## config.mk

```make
export PLATFORM = sky130hd
export DESIGN_NAME = rs_bank
export DESIGN_NICKNAME = d
export VERILOG_FILES = /design/src/rtl/rs_pkg.sv /design/src/rtl/rs_ctrl.sv /design/src/rtl/rs_datapath.sv /design/src/rtl/rs_bank.sv
export SDC_FILE = /design/constraint.sdc
export NUM_CORES = 1
export LEC_CHECK = 0
export BUFFER_PORTS_ARGS = -buffer_cell sky130_fd_sc_hd__clkbuf_2
export CAP_MARGIN = 0
export CORE_MARGIN = 2
export CORE_UTILIZATION = 60
export CTS_CLUSTER_DIAMETER = 50
export DETAILED_ROUTE_END_ITERATION = 10
export PLACE_DENSITY_LB_ADDON = 0.2
export REMOVE_ABC_BUFFERS = 1
export SETUP_SLACK_MARGIN = 0.15
export SYNTH_ARGS = -nofsm -noshare
export SYNTH_HDL_FRONTEND = slang
export SYNTH_SLANG_ARGS = --single-unit
```

## constraint.sdc

```tcl
create_clock -name clk -period 9.6 [get_ports clk]
set_clock_uncertainty 0.05 [all_clocks]
set_input_delay 0.96 -clock clk [delete_from_list [all_inputs] [get_ports clk]]
set_output_delay 0.96 -clock clk [all_outputs]
set_load 0.01 [all_outputs]
```

## src/rtl/rs_pkg.sv

```systemverilog
package rs_pkg;

  // Widest station index the strobe struct can carry (up to 16 stations).
  localparam int unsigned IDX_MAX_W = 4;

  typedef enum logic [2:0] {
    OP_ADD   = 3'd0,
    OP_SUB   = 3'd1,
    OP_AND   = 3'd2,
    OP_OR    = 3'd3,
    OP_XOR   = 3'd4,
    OP_SLTU  = 3'd5,
    OP_PASSA = 3'd6,
    OP_PASSB = 3'd7
  } rs_op_e;

  // Control-to-datapath strobes for one cycle.
  typedef struct packed {
    logic                 allocEn;
    logic [IDX_MAX_W-1:0] allocIdx;
    logic                 grantEn;
    logic [IDX_MAX_W-1:0] grantIdx;
  } rs_strobe_t;

endpackage

```

## src/rtl/rs_ctrl.sv

```systemverilog
module rs_ctrl
  import rs_pkg::*;
#(
  parameter int unsigned NUM_ENTRIES  = 4,
  parameter int unsigned TAG_W        = 4,
  parameter int unsigned STATION_BASE = 1
) (
  input  logic                   clk,
  input  logic                   rstN,
  input  logic                   issueValid,
  input  logic [NUM_ENTRIES-1:0] entryReady,
  output rs_strobe_t             strobe,
  output logic                   issueStall,
  output logic [TAG_W-1:0]       allocTag
);

  localparam int unsigned IDX_W = (NUM_ENTRIES > 1) ? $clog2(NUM_ENTRIES) : 1;

  logic [NUM_ENTRIES-1:0] busyQ;
  logic [NUM_ENTRIES-1:0] busyNext;
  logic [NUM_ENTRIES-1:0] freeVec;
  logic [NUM_ENTRIES-1:0] readyVec;
  logic [IDX_W-1:0]       allocLoc;
  logic [IDX_W-1:0]       grantLoc;
  logic                   allocAny;
  logic                   grantAny;
  logic                   allocEn;

  assign freeVec  = ~busyQ;
  assign readyVec = busyQ & entryReady;

  // Lowest-index free station and lowest-index ready station.
  always_comb begin
    allocAny = 1'b0;
    allocLoc = '0;
    grantAny = 1'b0;
    grantLoc = '0;
    for (int i = NUM_ENTRIES - 1; i >= 0; i--) begin
      if (freeVec[i]) begin
        allocAny = 1'b1;
        allocLoc = IDX_W'(i);
      end
      if (readyVec[i]) begin
        grantAny = 1'b1;
        grantLoc = IDX_W'(i);
      end
    end
  end

  assign allocEn    = issueValid && allocAny;
  assign issueStall = ~allocAny;
  assign allocTag   = TAG_W'(STATION_BASE) + TAG_W'(allocLoc);

  always_comb begin
    strobe          = '0;
    strobe.allocEn  = allocEn;
    strobe.allocIdx = IDX_MAX_W'(allocLoc);
    strobe.grantEn  = grantAny;
    strobe.grantIdx = IDX_MAX_W'(grantLoc);
  end

  always_comb begin
    busyNext = busyQ;
    for (int i = 0; i < NUM_ENTRIES; i++) begin
      if (grantAny && (grantLoc == IDX_W'(i))) busyNext[i] = 1'b0;
      if (allocEn && (allocLoc == IDX_W'(i)))  busyNext[i] = 1'b1;
    end
  end

  always_ff @(posedge clk) begin
    if (!rstN) busyQ <= '0;
    else       busyQ <= busyNext;
  end

  AST_LOWEST_READY_WINS: assert property (@(posedge clk) disable iff (!rstN)
    grantAny |-> ((readyVec & ((NUM_ENTRIES'(1) << grantLoc) - NUM_ENTRIES'(1))) == '0));

  AST_FREE_AFTER_RESULT: assert property (@(posedge clk) disable iff (!rstN)
    grantAny |=> (busyQ[$past(grantLoc)] == 1'b0));

  AST_FULL_NO_GROWTH: assert property (@(posedge clk) disable iff (!rstN)
    issueStall |=> ($countones(busyQ) <= $past($countones(busyQ))));

  AST_ALLOC_OCCUPIES: assert property (@(posedge clk) disable iff (!rstN)
    allocEn |=> busyQ[$past(allocLoc)]);

endmodule

```

## src/rtl/rs_datapath.sv

```systemverilog
module rs_datapath
  import rs_pkg::*;
#(
  parameter int unsigned NUM_ENTRIES  = 4,
  parameter int unsigned DATA_W       = 16,
  parameter int unsigned TAG_W        = 4,
  parameter int unsigned NUM_SNOOP    = 2,
  parameter int unsigned STATION_BASE = 1
) (
  input  logic                          clk,
  input  logic                          rstN,
  input  rs_strobe_t                    strobe,
  input  logic [2:0]                    issueOp,
  input  logic [TAG_W-1:0]              issueTagA,
  input  logic [DATA_W-1:0]             issueValA,
  input  logic [TAG_W-1:0]              issueTagB,
  input  logic [DATA_W-1:0]             issueValB,
  input  logic [NUM_SNOOP-1:0]          snoopValid,
  input  logic [NUM_SNOOP*TAG_W-1:0]    snoopTag,
  input  logic [NUM_SNOOP*DATA_W-1:0]   snoopData,
  output logic [NUM_ENTRIES-1:0]        entryReady,
  output logic                          resValid,
  output logic [TAG_W-1:0]              resTag,
  output logic [DATA_W-1:0]             resData
);

  // Snooped buses: external ones first, the bank's own result last.
  localparam int unsigned NB = NUM_SNOOP + 1;

  logic [NB-1:0]        busV;
  logic [NB*TAG_W-1:0]  busT;
  logic [NB*DATA_W-1:0] busD;

  assign busV = {resValid, snoopValid};
  assign busT = {resTag, snoopTag};
  assign busD = {resData, snoopData};

  // Returns {hit, value}; the lowest-numbered matching bus wins.
  function automatic logic [DATA_W:0] busLookup(
    input logic [TAG_W-1:0]     tag,
    input logic [NB-1:0]        v,
    input logic [NB*TAG_W-1:0]  t,
    input logic [NB*DATA_W-1:0] d
  );
    logic [DATA_W:0] r;
    r = '0;
    for (int b = NB - 1; b >= 0; b--) begin
      if (v[b] && (t[b*TAG_W +: TAG_W] == tag)) r = {1'b1, d[b*DATA_W +: DATA_W]};
    end
    return r;
  endfunction

  // Issue-time operand resolution, including same-cycle bus capture.
  logic [DATA_W:0]   issHitA;
  logic [DATA_W:0]   issHitB;
  logic [TAG_W-1:0]  inTagA;
  logic [TAG_W-1:0]  inTagB;
  logic [DATA_W-1:0] inValA;
  logic [DATA_W-1:0] inValB;

  assign issHitA = busLookup(issueTagA, busV, busT, busD);
  assign issHitB = busLookup(issueTagB, busV, busT, busD);

  always_comb begin
    inTagA = issueTagA;
    inValA = issueValA;
    if (issueTagA != '0 && issHitA[DATA_W]) begin
      inTagA = '0;
      inValA = issHitA[DATA_W-1:0];
    end
    inTagB = issueTagB;
    inValB = issueValB;
    if (issueTagB != '0 && issHitB[DATA_W]) begin
      inTagB = '0;
      inValB = issHitB[DATA_W-1:0];
    end
  end

  logic [2:0]        opArr   [NUM_ENTRIES];
  logic [TAG_W-1:0]  tagAArr [NUM_ENTRIES];
  logic [TAG_W-1:0]  tagBArr [NUM_ENTRIES];
  logic [DATA_W-1:0] valAArr [NUM_ENTRIES];
  logic [DATA_W-1:0] valBArr [NUM_ENTRIES];

  for (genvar e = 0; e < NUM_ENTRIES; e++) begin : g_entry
    logic [2:0]        opQ;
    logic [TAG_W-1:0]  tagAQ;
    logic [TAG_W-1:0]  tagBQ;
    logic [DATA_W-1:0] valAQ;
    logic [DATA_W-1:0] valBQ;
    logic              loadHere;
    logic [DATA_W:0]   hitA;
    logic [DATA_W:0]   hitB;

    assign loadHere = strobe.allocEn && (strobe.allocIdx == IDX_MAX_W'(e));
    assign hitA     = busLookup(tagAQ, busV, busT, busD);
    assign hitB     = busLookup(tagBQ, busV, busT, busD);

    always_ff @(posedge clk) begin
      if (!rstN) begin
        opQ   <= '0;
        tagAQ <= '0;
        tagBQ <= '0;
        valAQ <= '0;
        valBQ <= '0;
      end else if (loadHere) begin
        opQ   <= issueOp;
        tagAQ <= inTagA;
        valAQ <= inValA;
        tagBQ <= inTagB;
        valBQ <= inValB;
      end else begin
        if (tagAQ != '0 && hitA[DATA_W]) begin
          tagAQ <= '0;
          valAQ <= hitA[DATA_W-1:0];
        end
        if (tagBQ != '0 && hitB[DATA_W]) begin
          tagBQ <= '0;
          valBQ <= hitB[DATA_W-1:0];
        end
      end
    end

    assign entryReady[e] = (tagAQ == '0) && (tagBQ == '0);
    assign opArr[e]      = opQ;
    assign tagAArr[e]    = tagAQ;
    assign tagBArr[e]    = tagBQ;
    assign valAArr[e]    = valAQ;
    assign valBArr[e]    = valBQ;
  end

  // Operand select for the granted station.
  logic [2:0]        selOp;
  logic [TAG_W-1:0]  selTagA;
  logic [TAG_W-1:0]  selTagB;
  logic [DATA_W-1:0] selA;
  logic [DATA_W-1:0] selB;

  always_comb begin
    selOp   = '0;
    selTagA = '0;
    selTagB = '0;
    selA    = '0;
    selB    = '0;
    for (int e = 0; e < NUM_ENTRIES; e++) begin
      if (strobe.grantIdx == IDX_MAX_W'(e)) begin
        selOp   = opArr[e];
        selTagA = tagAArr[e];
        selTagB = tagBArr[e];
        selA    = valAArr[e];
        selB    = valBArr[e];
      end
    end
  end

  logic [DATA_W-1:0] aluOut;

  always_comb begin
    case (rs_op_e'(selOp))
      OP_ADD:   aluOut = selA + selB;
      OP_SUB:   aluOut = selA - selB;
      OP_AND:   aluOut = selA & selB;
      OP_OR:    aluOut = selA | selB;
      OP_XOR:   aluOut = selA ^ selB;
      OP_SLTU:  aluOut = (selA < selB) ? DATA_W'(1) : '0;
      OP_PASSA: aluOut = selA;
      default:  aluOut = selB;
    endcase
  end

  always_ff @(posedge clk) begin
    if (!rstN) begin
      resValid <= 1'b0;
      resTag   <= '0;
      resData  <= '0;
    end else begin
      resValid <= strobe.grantEn;
      if (strobe.grantEn) begin
        resTag  <= TAG_W'(STATION_BASE) + TAG_W'(strobe.grantIdx);
        resData <= aluOut;
      end
    end
  end

  AST_GRANT_OPERANDS_PRESENT: assert property (@(posedge clk) disable iff (!rstN)
    strobe.grantEn |-> (selTagA == '0 && selTagB == '0));

  AST_GRANT_BROADCASTS: assert property (@(posedge clk) disable iff (!rstN)
    strobe.grantEn |=> resValid);

endmodule

```

## src/rtl/rs_bank.sv

```systemverilog
module rs_bank
  import rs_pkg::*;
#(
  parameter int unsigned NUM_ENTRIES  = 4,
  parameter int unsigned DATA_W       = 16,
  parameter int unsigned TAG_W        = 4,
  parameter int unsigned NUM_SNOOP    = 2,
  parameter int unsigned STATION_BASE = 1
) (
  input  logic                        clk,
  input  logic                        rstN,
  input  logic                        issueValid,
  input  logic [2:0]                  issueOp,
  input  logic [TAG_W-1:0]            issueTagA,
  input  logic [DATA_W-1:0]           issueValA,
  input  logic [TAG_W-1:0]            issueTagB,
  input  logic [DATA_W-1:0]           issueValB,
  output logic                        issueStall,
  output logic [TAG_W-1:0]            allocTag,
  input  logic [NUM_SNOOP-1:0]        snoopValid,
  input  logic [NUM_SNOOP*TAG_W-1:0]  snoopTag,
  input  logic [NUM_SNOOP*DATA_W-1:0] snoopData,
  output logic                        resValid,
  output logic [TAG_W-1:0]            resTag,
  output logic [DATA_W-1:0]           resData
);

  rs_strobe_t             strobe;
  logic [NUM_ENTRIES-1:0] entryReady;

  rs_ctrl #(
    .NUM_ENTRIES (NUM_ENTRIES),
    .TAG_W       (TAG_W),
    .STATION_BASE(STATION_BASE)
  ) ctrl_i (
    .clk       (clk),
    .rstN      (rstN),
    .issueValid(issueValid),
    .entryReady(entryReady),
    .strobe    (strobe),
    .issueStall(issueStall),
    .allocTag  (allocTag)
  );

  rs_datapath #(
    .NUM_ENTRIES (NUM_ENTRIES),
    .DATA_W      (DATA_W),
    .TAG_W       (TAG_W),
    .NUM_SNOOP   (NUM_SNOOP),
    .STATION_BASE(STATION_BASE)
  ) dp_i (
    .clk       (clk),
    .rstN      (rstN),
    .strobe    (strobe),
    .issueOp   (issueOp),
    .issueTagA (issueTagA),
    .issueValA (issueValA),
    .issueTagB (issueTagB),
    .issueValB (issueValB),
    .snoopValid(snoopValid),
    .snoopTag  (snoopTag),
    .snoopData (snoopData),
    .entryReady(entryReady),
    .resValid  (resValid),
    .resTag    (resTag),
    .resData   (resData)
  );

endmodule

```

Word-level counts from Yosys, hierarchy flattened

Index checks and enable logic that the tools add are counted.

Logic and storage cells: 273
Output and inout bits: 26
Register bits: 197
Input port bits: 88

Mux-type cells: 104
$add $sub $neg: 4
Magnitude comparators: 1
Bitwise gates (word level): 6
Reductions and logical operators: 89
Eq/ne operators: 42

Operator list:

| cell                                                | number |
|---|---|
| two-way mux 17 bit                                  | 30 |
| two-way mux 16 bit                                  | 26 |
| equality test 4 bit                                 | 30 |
| case mux 16 bit (7 select lines)                    | 1 |
| two-way mux 4 bit                                   | 18 |
| logical AND 1 bit                                   | 54 |
| logical NOT 4 bit                                   | 10 |
| nonzero test 4 bit                                  | 10 |
| nonzero test 2 bit                                  | 12 |
| two-way mux 1 bit                                   | 17 |
| adder 16 bit                                        | 1 |
| AND 16 bit                                          | 1 |
| < comparator 16 bit                                 | 1 |
| two-way mux 2 bit                                   | 8 |
| bitwise OR 16 bit                                   | 1 |
| subtractor 16 bit                                   | 1 |
| XOR 16 bit                                          | 1 |
| two-way mux 3 bit                                   | 4 |
| equality test 3 bit, second input constant          | 3 |
| equality test 2 bit, second input constant          | 4 |
| adder 1 x 2 -> 3 bit, first input constant          | 2 |
| equality test 3 x 2 -> 1 bit, second input constant | 2 |
| AND 4 bit                                           | 1 |
| equality test 2 x 1 -> 1 bit, second input constant | 2 |
| 5 further kinds                                     | 6 |

Depth between registers and ports, before layout

Depth after elaboration: 15
Mapped depth: 26
Depth with buffers taken out: 23

By module

Synthesis repeated with hierarchy kept, for this count alone.

Cells, all modules: 2499
Area, all modules: 17634.4 um^2

By module, submodules not included:

| module      | cells each | seq. area each (um^2) | area an instance (um^2) | instances |
|---|---|---|---|---|
| rs_datapath | 2452       | 3863.7                | 17286.6                 | 1 |
| rs_ctrl     | 47         | 80.1                  | 347.8                   | 1 |

Least setup slack after synthesis

Ideal clock, no wire load.

Path kind: register to register
From: reg dp_i.g_entry[3].tagAQ[3]
To: reg dp_i.resData[13]
Arrival time: 5.207 ns
Library setup time: 0.117 ns
Buffers on the path: 4
Setup slack: 4.225 ns
Stages on the path, launching flop included: 22
Clock period less this slack: 5.375 ns
Data required time: 9.433 ns
Cells stage by stage: dfxtp_1 or4_4 or3_1 nand2b_1 a21boi_0 ha_1 buf_2 buf_2 buf_2 clkbuf_1 nor2_1 a21oi_1 inv_1 ha_1 a211oi_2 o211ai_1 nand2_1 o21ai_1 and4_1 a2111oi_0 o32ai_1 a32o_1

Cells in the longest elaborated chain, start to end: 14
Elaborated cells on any way between the ends: 40
Classes of those cells: add/sub: 2; eq/ne: 9; mux: 21; bitwise: 4; reduce/logical: 4

Ends and longest elaborated chain:

| what                                                                         | RTL line           | RTL |
|---|---|---|
| from (decl)                                                                  | rs_datapath.sv:87  | `logic [TAG_W-1:0] tagAQ;` |
| from (signal assigned)                                                       | rs_datapath.sv:108 | `tagAQ <= inTagA;` |
| logical NOT 4 bit (*)                                                        | rs_datapath.sv:124 | `assign entryReady[e] = (tagAQ == '0) && (tagBQ == '0);` |
| logical AND 1 bit (*)                                                        | rs_datapath.sv:124 |  |
| AND 4 bit (*)                                                                | rs_ctrl.sv:30      | `assign readyVec = busyQ & entryReady;` |
| two-way mux 2 bit (4 in series)                                              | rs_ctrl.sv:43      | `if (readyVec[i]) begin` |
| logical NOT 4 bit                                                            | rs_datapath.sv:146 | `if (strobe.grantIdx == IDX_MAX_W'(e)) begin` |
| two-way mux 16 bit / two-way mux 3 bit (equally long branches) (4 in series) | rs_datapath.sv:146 |  |
| subtractor 16 bit (tied with other cells)                                    | rs_datapath.sv:161 | `OP_SUB: aluOut = selA - selB;` |
| case mux 16 bit (7 select lines)                                             | rs_datapath.sv:159 | `case (rs_op_e'(selOp))` |
| to (signal assigned)                                                         | rs_datapath.sv:180 | `resData <= aluOut;` |
| to (decl)                                                                    | rs_datapath.sv:24  | `output logic [DATA_W-1:0] resData` |

Mark *: on every way between the ends. The rest lies on a longest branch, timed or not.
A chain may end at the register's enable or synchronous reset.

Worst setup path after layout

From: reg dp_i.g_entry[3].tagBQ[3]
To: reg dp_i.resData[13]

Cells in the longest elaborated chain, start to end: 14
Elaborated cells on any way between the ends: 40
Classes of those cells: add/sub: 2; eq/ne: 9; mux: 21; bitwise: 4; reduce/logical: 4

Ends and longest elaborated chain:

| what                                                                         | RTL line           | RTL |
|---|---|---|
| from (decl)                                                                  | rs_datapath.sv:88  | `logic [TAG_W-1:0] tagBQ;` |
| from (signal assigned)                                                       | rs_datapath.sv:110 | `tagBQ <= inTagB;` |
| logical NOT 4 bit (*)                                                        | rs_datapath.sv:124 |  |
| logical AND 1 bit (*)                                                        | rs_datapath.sv:124 |  |
| AND 4 bit (*)                                                                | rs_ctrl.sv:30      |  |
| two-way mux 2 bit (4 in series)                                              | rs_ctrl.sv:43      |  |
| logical NOT 4 bit                                                            | rs_datapath.sv:146 |  |
| two-way mux 16 bit / two-way mux 3 bit (equally long branches) (4 in series) | rs_datapath.sv:146 |  |
| subtractor 16 bit (tied with other cells)                                    | rs_datapath.sv:161 |  |
| case mux 16 bit (7 select lines)                                             | rs_datapath.sv:159 |  |

Marks and branches as above.

==> results.ini <==
[placement]
dp_hpwl_um = 45300
place_congestion = 0.973
io_buffers = 111

[critical_path]
end_kind = register
startpoint = dp_i.g_entry[3].tagBQ[3]$_SDFFE_PN0P_
crit_slowest_cell = ha_2
crit_end = dp_i.resData[13]$_SDFFE_PN0N_
start_kind = register
arrival_ns = 6.93
r2r-start = dp_i.g_entry[3].tagBQ[3]$_SDFFE_PN0P_
critPathMaxStageDelay_ns = 0.69
critPathKind = reg2reg
worst_ep_required_time_ns = 9.91
path_max_fanout = 50
cpMostUsedCell = o211ai_1
path_cells = or4_1, or3_1, nand2b_1, a21boi_0, ha_2, buf_4, nor2_2, o211ai_1, o311ai_0, inv_1, ha_1, a211oi_2, o211ai_1, nand2_1, o21ai_1, and4_1, a2111oi_0, o32ai_1, a32o_1
rr_worst_depth = 19
timing.rr.end = dp_i.resData[13]$_SDFFE_PN0N_
r2r_slack_ns = 2.98

[routing]
routedWlPerCell_um = 24.7
vias = 20600
ant_nets = 0
dr.pass1.iters = 7
drc = 0
wl_um = 73600
drt-vias-per-instance = 6.91
dr.first_iter.drc_count = 3158

[timing]
finalHoldViolCount = 0
rsz0062_at_grt = false
post-route-period-util_pct = 69.0
fmax_mhz = 151
slew_headroom_pct = 13.0
finalCriticalPeriod_ns = 6.62
drv_slew = 0
final-setup-viol-count = 0
worst_slew_pin_slew_ns = 1.30
fin_setup_tns_ns = 0

[pwr]
power_density_mw_per_mm2 = 134
power_mw = 2.62
p_switching_mw = 1.05
comb_power_share_pct = 34.9
total_leakage_power_nw = 8.24
p_sw_share_pct = 40.1
p_clk_share_pct = 29.0
internal_power_mw = 1.57
ir_worst_vdd_v = 0.000161
seqPwrFrac_pct = 36.1

[clocking]
cts_num_sinks = 196
postCtsSetupBuffers = 0
cts_root_buf = clkbuf_16
cts_resized = 0
clockBufferDepth = 2
cts_tree = yes
cts_made_buffers = 17
cts.clk_slew.worst_paths_ns = 0.08
ctsHoldBuffers = 0
clock_latency_ns = 0.46
h-tree-depth = 4

[yosys]
ys.flop_type = dfxtp_1
synth_area_mm2 = 0.0188
synth_seq_cells = 196
ys_async_sr_fraction_pct = 0
avgSynthCellArea_um2 = 7.05
yosys_warnings = 0
ys_seq_area_share_pct = 20.8
synthCells = 2670
synth_cell_type_count = 86
synth-edff-count = 0

[global_routing]
track_usage_pct = 43.5
antenna_found_initial = 2
grt_pass1_vias = 18964
grt_start_max_net_pins = 75
grt_pass1_wl_um = 111000
overflow = 0

[layout]
area_growth_pct = 4.26
drive_gt1_share_pct = 10.8
num-nets-final = 2722
fillers = 2816
final_util_pct = 63.8

[die]
core_area_mm2 = 0.0307
die_x_um = 181
rows = 64
ioPinCount = 114
initial_utilization_pct = 61.2
fp.dieH_um = 181
die-area_mm2 = 0.0328

[flow_run]
maxCapViolCount = 0

[min_path]
hp-class = reg2reg

[status]
status = finished, final reports clean

-- sequential cells by signal, summed over array words and instances, names as in the netlist --
register            cells
dp_i.g_entry.valBQ     64
ctrl_i.busyQ            4
dp_i.g_entry.valAQ     64
dp_i.resData           16
dp_i.g_entry.tagAQ     16
dp_i.g_entry.tagBQ     16
dp_i.g_entry.opQ       12
dp_i.resValid           1
dp_i.resTag             3
-- worst min-delay path by stage --
stage | from | end | slack (ns) | cells after the start
detailed placement | dp_i.g_entry[1].opQ[0]$_SDFFE_PN0P_ | dp_i.g_entry[1].opQ[0]$_SDFFE_PN0P_ | 0.41 | 2
floorplan | dp_i.g_entry[3].opQ[1]$_SDFFE_PN0P_ | dp_i.g_entry[3].opQ[1]$_SDFFE_PN0P_ | 0.39 | 2
global route | dp_i.g_entry[2].opQ[1]$_SDFFE_PN0P_ | dp_i.g_entry[2].opQ[1]$_SDFFE_PN0P_ | 0.45 | 2
global placement | dp_i.g_entry[1].opQ[0]$_SDFFE_PN0P_ | dp_i.g_entry[1].opQ[0]$_SDFFE_PN0P_ | 0.41 | 2
CTS | dp_i.g_entry[1].opQ[0]$_SDFFE_PN0P_ | dp_i.g_entry[1].opQ[0]$_SDFFE_PN0P_ | 0.42 | 2
finish | dp_i.g_entry[1].opQ[0]$_SDFFE_PN0P_ | dp_i.g_entry[1].opQ[0]$_SDFFE_PN0P_ | 0.42 | 2
-- final cells by class --
type / instances / area (um2) / share of cell area, %
diodes: 1 / 2.50 / 0.0127
flip-flops and latches: 196 / 3920 / 20.0
well taps: 396 / 495 / 2.52
multi-input cells: 2126 / 13400 / 68.3
repair buffers: 162 / 941 / 4.79
clock buffers: 21 / 470 / 2.40
inverters: 69 / 259 / 1.32
clock inverters: 10 / 121 / 0.618
-- placed cells by master, fill, tap and decap left out, drive strengths merged, types with 60 or more instances in the layout --
| cell | instances |
|---|---|
| nand2 | 553 |
| nand3 | 197 |
| dfxtp | 196 |
| nor2 | 187 |
| nand3b | 155 |
| and3 | 132 |
| clkbuf | 131 |
| a311o | 129 |
| o21ai | 112 |
| a21oi | 100 |
| xor2 | 82 |
| inv | 71 |
| mux2i | 70 |
| and2 | 67 |
| ha | 60 |
-- through the flow --
step / hold slack, ns / setup WS, ns / instance area (um2) / instances
global route: 0.452 / 2.67 / 19600 / 2981
global placement: 0.408 / 3.32 / 19000 / 2949
finish: 0.421 / 2.98 / 19600 / 2981
CTS: 0.423 / 3.16 / 19600 / 2980
floorplan: 0.388 / 3.58 / 17600 / 2391
detailed placement: 0.412 / 3.18 / 19000 / 2949
-- cells in the mapped netlist (61+ instances only) --
master    count  area [um2]
nand2_1     552        2070
a21oi_1     100         500
nand3_1     196         981
buf_2        61         305
inv_1        68         255
a311o_1     129        1290
nand3b_1    155        1160
dfxtp_1     196        3920
clkbuf_1    182         683
and3_1      132         826
and2_1       67         419
o21ai_0      92         460
xor2_1       82         718
nor2_1      182         683
-- power groups by stage --
stage	Combinational [mW]	Clock (mW)	Sequential [mW]
floorplan	0.562	0	0.931
global placement	0.861	0	0.959
detailed placement	0.875	0	0.960
CTS	0.880	0.756	0.941
global route	0.978	0.790	0.949
finish	0.916	0.761	0.947
-- per-layer routing --
layer	up-vias	track usage, %	routed length (um)
met1	9555	54.1	26800
met4	0	29.0	5590
li1	9108	-	-
met3	362	10.9	10200
met5	-	0.889	0
met2	1575	66.5	31000
-- logic make-up after synthesis --
kind of cell / share of synthesized area (%)
adders and majority gates: 4.20
and+or+nand+nor: 37.8
muxes: 4.39
buffers and inverters: 8.07
AOI/OAI and AO/OA: 19.5
DFF: 20.8
other: 0.0199
xor gates and xnor gates: 5.26
-- worst max-delay path, delay by kind of cell, from the launching register on --
kind	cells	cell delay (ns)
adders and majority gates	2	0.99
buffers and inverters	2	0.80
AOI/OAI and AO/OA	9	2.43
DFF	1	0.36
and+or+nand+nor	6	1.84
No activity file was read; power rests on OpenSTA's default activity.
